<file path="config.mk">
export PLATFORM = sky130hd
export DESIGN_NAME = ticket_lock_unit
export DESIGN_NICKNAME = d
export VERILOG_FILES = /design/src/rtl/tlu_pkg.sv /design/src/rtl/tlu_control.sv /design/src/rtl/tlu_datapath.sv /design/src/rtl/ticket_lock_unit.sv
export SDC_FILE = /design/constraint.sdc
export NUM_CORES = 1
export LEC_CHECK = 0
export CORE_AREA = 2 2 77 79
export CTS_CLUSTER_DIAMETER = 60
export DETAILED_ROUTE_END_ITERATION = 10
export DIE_AREA = 0 0 79 81
export PLACE_DENSITY_LB_ADDON = 0.15
export RECOVER_POWER = 100
export SYNTH_ARGS = -nofsm -noshare
export SYNTH_HDL_FRONTEND = slang
export SYNTH_HIERARCHICAL = 1
export SYNTH_SLANG_ARGS = --single-unit
</file>
<file path="constraint.sdc">
create_clock -name clk -period 2.77 [get_ports clk]
set_clock_uncertainty 0.05 [all_clocks]
set_input_delay 0.554 -clock clk [delete_from_list [all_inputs] [get_ports clk]]
set_output_delay 0.554 -clock clk [all_outputs]
set_load 0.03 [all_outputs]
</file>
<file path="src/rtl/tlu_pkg.sv">
package tlu_pkg;

  // Strobes from control to datapath that are common to all requesters
  typedef struct packed {
    logic advanceServe;  // now-serving counter moves on by one
    logic flagError;     // a stray release was seen this cycle
  } tluStrobes_t;

endpackage

</file>
<file path="src/rtl/tlu_control.sv">
module tlu_control
  import tlu_pkg::*;
#(
  parameter int NUM_REQ = 4,
  parameter int CNT_W   = 3
) (
  input  logic [NUM_REQ-1:0]            acqReq,
  input  logic [NUM_REQ-1:0]            relReq,
  input  logic [NUM_REQ-1:0]            holdVec,
  input  logic [NUM_REQ-1:0]            grantVec,
  output logic [NUM_REQ-1:0]            issueVec,
  output logic [NUM_REQ-1:0]            retireVec,
  output logic [NUM_REQ-1:0][CNT_W-1:0] issueOffset,
  output logic [CNT_W-1:0]              issueTotal,
  output tluStrobes_t                   strobes
);

  // Only requesters without a ticket may take one
  assign issueVec  = acqReq & ~holdVec;
  // Only the current owner may give the resource back
  assign retireVec = relReq & grantVec;

  // Prefix count: lower-index arrivals in the same cycle go first
  always_comb begin
    logic [CNT_W-1:0] runCount;
    runCount = '0;
    for (int i = 0; i < NUM_REQ; i++) begin
      issueOffset[i] = runCount;
      if (issueVec[i]) runCount = runCount + 1'b1;
    end
    issueTotal = runCount;
  end

  always_comb begin
    strobes.advanceServe = |retireVec;
    strobes.flagError    = |(relReq & ~grantVec);
  end

endmodule

</file>
<file path="src/rtl/tlu_datapath.sv">
module tlu_datapath
  import tlu_pkg::*;
#(
  parameter int NUM_REQ = 4,
  parameter int CNT_W   = 3
) (
  input  logic                          clk,
  input  logic                          rst_n,
  input  logic [NUM_REQ-1:0]            issueVec,
  input  logic [NUM_REQ-1:0]            retireVec,
  input  logic [NUM_REQ-1:0][CNT_W-1:0] issueOffset,
  input  logic [CNT_W-1:0]              issueTotal,
  input  tluStrobes_t                   strobes,
  output logic [NUM_REQ-1:0]            holdVec,
  output logic [NUM_REQ-1:0]            grantVec,
  output logic [NUM_REQ-1:0][CNT_W-1:0] ticketVec,
  output logic [NUM_REQ-1:0][CNT_W-1:0] distVec,
  output logic                          errPulse
);

  logic [CNT_W-1:0] nextTicket;
  logic [CNT_W-1:0] nowServing;

  always_ff @(posedge clk) begin
    if (!rst_n) begin
      nextTicket <= '0;
      nowServing <= '0;
      errPulse   <= 1'b0;
    end else begin
      nextTicket <= nextTicket + issueTotal;
      if (strobes.advanceServe) nowServing <= nowServing + 1'b1;
      errPulse <= strobes.flagError;
    end
  end

  for (genvar g = 0; g < NUM_REQ; g++) begin : g_slot
    always_ff @(posedge clk) begin
      if (!rst_n) begin
        holdVec[g]   <= 1'b0;
        ticketVec[g] <= '0;
      end else if (issueVec[g]) begin
        holdVec[g]   <= 1'b1;
        ticketVec[g] <= nextTicket + issueOffset[g];
      end else if (retireVec[g]) begin
        holdVec[g]   <= 1'b0;
      end
    end

    assign grantVec[g] = holdVec[g] && (ticketVec[g] == nowServing);
    assign distVec[g]  = holdVec[g] ? CNT_W'(ticketVec[g] - nowServing) : '0;
  end

endmodule

</file>
<file path="src/rtl/ticket_lock_unit.sv">
module ticket_lock_unit
  import tlu_pkg::*;
#(
  parameter int NUM_REQ = 4,
  parameter int CNT_W   = $clog2(NUM_REQ) + 1
) (
  input  logic                       clk,
  input  logic                       rst_n,
  input  logic [NUM_REQ-1:0]         acqReq,
  input  logic [NUM_REQ-1:0]         relReq,
  output logic [NUM_REQ*CNT_W-1:0]   ticketOut,
  output logic [NUM_REQ-1:0]         holdsTicket,
  output logic [NUM_REQ-1:0]         granted,
  output logic [NUM_REQ*CNT_W-1:0]   distance,
  output logic                       relError
);

  logic [NUM_REQ-1:0]            issueVec;
  logic [NUM_REQ-1:0]            retireVec;
  logic [NUM_REQ-1:0][CNT_W-1:0] issueOffset;
  logic [CNT_W-1:0]              issueTotal;
  tluStrobes_t                   strobes;
  logic [NUM_REQ-1:0][CNT_W-1:0] ticketVec;
  logic [NUM_REQ-1:0][CNT_W-1:0] distVec;

  tlu_control #(.NUM_REQ(NUM_REQ), .CNT_W(CNT_W)) ctrl_i (
    .acqReq      (acqReq),
    .relReq      (relReq),
    .holdVec     (holdsTicket),
    .grantVec    (granted),
    .issueVec    (issueVec),
    .retireVec   (retireVec),
    .issueOffset (issueOffset),
    .issueTotal  (issueTotal),
    .strobes     (strobes)
  );

  tlu_datapath #(.NUM_REQ(NUM_REQ), .CNT_W(CNT_W)) dp_i (
    .clk         (clk),
    .rst_n       (rst_n),
    .issueVec    (issueVec),
    .retireVec   (retireVec),
    .issueOffset (issueOffset),
    .issueTotal  (issueTotal),
    .strobes     (strobes),
    .holdVec     (holdsTicket),
    .grantVec    (granted),
    .ticketVec   (ticketVec),
    .distVec     (distVec),
    .errPulse    (relError)
  );

  assign ticketOut = ticketVec;
  assign distance  = distVec;

endmodule

</file>
==> results.tsv <==
stage	metric	value	unit
final_layout	area_delta_synth_final	33.50	%
detailed_routing	vias_per_cell	4.244	
floorplanning	die_h	81	um
floorplanning	die-area	0.006399	sq mm
setup_path	cp_cell_sequence	clkdlybuf4s50_1, nand2b_1, ha_4, xor2_2, buf_4, xor2_2, ha_2, inv_1, fa_2, xor2_2, xnor2_1, and2_1	
setup_path	worstSetupPathType	input port to flip-flop	
sta	hold_viol	0	
global_route	grt_pass1_wl	6.486	mm
setup_path	end_kind	flip-flop	
cts	insertion_delay	270	ps
global_route	grt_use_total	0.1334	
detailed_routing	met2_length	1.764	mm
sta	final.min_clock_period	2750	ps
setup_path	reg2reg_setup_slack	280	ps
setup_path	critPathSlowestCell	clkdlybuf4s50_1	
yosys	synth_flop_cell	dfxtp_1	
setup_path	crit_required	2890	ps
yosys	syn_area	0.001800	sq mm
global_route	grt_pass1_vias	1295	
detailed_routing	postRouteWirelength	3.815	mm
yosys	synthXorXnorAreaFrac	0.1230	
global_route	antenna_found_initial	0	
global_route	grt_max_degree	26	
detailed_routing	top_layer	met4	
cts	tritoncts	yes	
yosys	synthCells	186	
detailed_routing	wire_per_inst	12.07	um
setup_path	start_kind	input port	
yosys	synth_area_per_cell	9.680	sq um
yosys	ys_ff_latch	23	
sta	period_share	0.9927	
power_and_ir_drop	leakage	1.098	nW
sta	relSlewSlack	0.4646	
yosys	synth_edf_count	0	
setup_path	cpMostUsedCell	xor2_2	
cts	htree_levels	1	
yosys	netlist.area_leader.share	0.2557	
detailed_routing	wl_met1	1.876	mm
final_layout	diodes	0	
sta	drv_slew	0	
global_route	grt_remaining_overflow	0	
sta	finalSetupViolCount	0	
setup_path	slowest_delay	480	ps
yosys	synth_compound_gate_area_share	0.05629	
cts	clk_pin_slew	90	ps
floorplanning	die_x	79	um
final_layout	final_core_util	0.4235	
yosys	ys.warnings.count	6	
final_layout	nets	278	
detailed_routing	drc	0	
place	gp_congestion	0.7622	
power_and_ir_drop	max-vdd-ir-drop	0.0002369	V
yosys	synth_cell_types	33	
min_path	worstHoldPathType	flip-flop to flip-flop	
run	max_cap_viol_count	0	
yosys	synth_top_family_by_area	adder cells	
place	port-buffer-count	42	
yosys	ys_top_cells_by_area	dfxtp_1 (26%), ha_1 (12%), fa_1 (10%)	
yosys	async_flop_share	0	
sta	fin_ws	20.31	ps
sta	rsz0062_at_grt	yes	
yosys	synthMuxAreaShare	0.05073	
run_status	outcome	complete, no violations	
power_and_ir_drop	p_per_area	742.4	mW/mm^2
detailed_routing	dr_total_vias	1341	
floorplanning	start_util	0.3172	
floorplanning	ioPinCount	43	
place	pre_cts_slack	-379.9	ps
sta	worstMarginPinSlew	800.6	ps
detailed_routing	ant_nets	0	
cts	cts_root_buf	clkbuf_8	
floorplanning	core_area	0.005675	sq mm
final_layout	drive_gt1_frac	0.1328	
sta	max_freq	363.7	MHz
yosys	yosysTopAreaCell	dfxtp_1	
yosys	yosysSeqAreaShare	0.2557	
yosys	synth-adder-area-share	0.2182	
floorplanning	rows	28	
cts	clkSinkCount	23	
cts	clock_path_buffers	2	
detailed_routing	initialDrtViolationCount	43	
yosys	yosys.area_share.simple	0.1953	
place	dp_hpwl	3.129	mm
yosys	yosys-top-cells-count	dfxtp_1 (23), inv_1 (23), ha_1 (17), nor2b_1 (17), and2_1 (16)	
cts	numCtsBuffers	3	
setup_path	critPathMaxFanout	2	
detailed_routing	wl_met3	144	um
detailed_routing	drtPass1Iterations	2	
setup_path	cp.arrival	2870	ps
layer usage:
layer / GRT usage / vias to the layer above
met5: 0 / -
met4: 0.03103 / 0
met3: 0.03000 / 4
met2: 0.2178 / 24
met1: 0.1806 / 629
li1: - / 684
cell families (layout without fill, tap and decap cells):
group	after synthesis	after routing
buf+inv	35	85
other cells	1	6
mux	9	9
compound gates	14	14
fa+ha+maj	26	26
xor+xnor	21	21
flops	23	23
simple gates	57	57
cell usage in the layout (no fill, tap or decap), types with 6 or more instances in the layout:
cell	n
inv_1	23
dfxtp_1	23
dlygate4sd3_1	20
nor2b_1	17
ha_1	15
buf_4	15
xnor2_1	11
dlygate4sd2_1	10
and2_0	9
clkdlybuf4s50_1	9
and2_1	8
fa_1	8
xor2_2	7
mux2i_1	7
conb_1	6
nand3_1	6
registers in the layout, summed over array words and instances, names as in the netlist:
| name | count |
|---|---|
| dp_i/nowServing | 3 |
| dp_i/holdVec | 4 |
| dp_i/nextTicket | 3 |
| dp_i/ticketVec | 12 |
| dp_i/errPulse | 1 |
area by class of cell:
class | count | area (sq um)
repair buffers | 58 | 505.5
fillers | 616 | 3272
clock inverters | 1 | 5.005
multi-input cells | 133 | 1211
inverters | 23 | 86.33
well taps | 75 | 93.84
clock buffers | 3 | 41.29
flip-flops and latches | 23 | 460.4
what timing repair did:
action / 4_1_cts / 5_1_grt
endpoints found under the setup margin: 10 / 4
hold buffers: 0 / 0
pin swaps: 1 / 0
gates resized for setup: 14 / 5
buffers inserted: 0 / 1
critical path: cells and delay by family:
kind | cells | cell delay [ps]
XOR/XNOR | 4 | 590
adder cells (fa/ha/maj) | 3 | 760
buffers and inverters | 3 | 670
AND/OR/NAND/NOR | 2 | 260
final timing paths:
kind,startpoint,to,cells after the start
worst max-delay path,acqReq[1],dp_i/nextTicket[2],12
worst min-delay path,dp_i/ticketVec[3],dp_i/ticketVec[3],2
worst max register to register,dp_i/holdVec[1],dp_i/nextTicket[2],12
worst min register to register,dp_i/ticketVec[3],dp_i/ticketVec[3],2
report_power, final:
| part | internal (mW) | switching [mW] |
|---|---|---|
| Clock | 0.100 | 0.111 |
| Combinational | 0.477 | 0.590 |
| Sequential | 0.407 | 0.0991 |
stage by stage:
stage	instance area (sq um)	instances	setup TNS, ps	hold WS (ps)	power, mW
after floorplan	1819	191	0	459.4	1.266
after global placement	2355	311	-615.8	478.7	1.648
after detailed placement	2355	311	-699.4	492.2	1.650
after CTS	2410	315	0	508.4	1.850
after global routing	2404	316	-97.50	530.5	1.974
final	2404	316	0	497.1	1.784
Power figures use the tool's default switching activity.
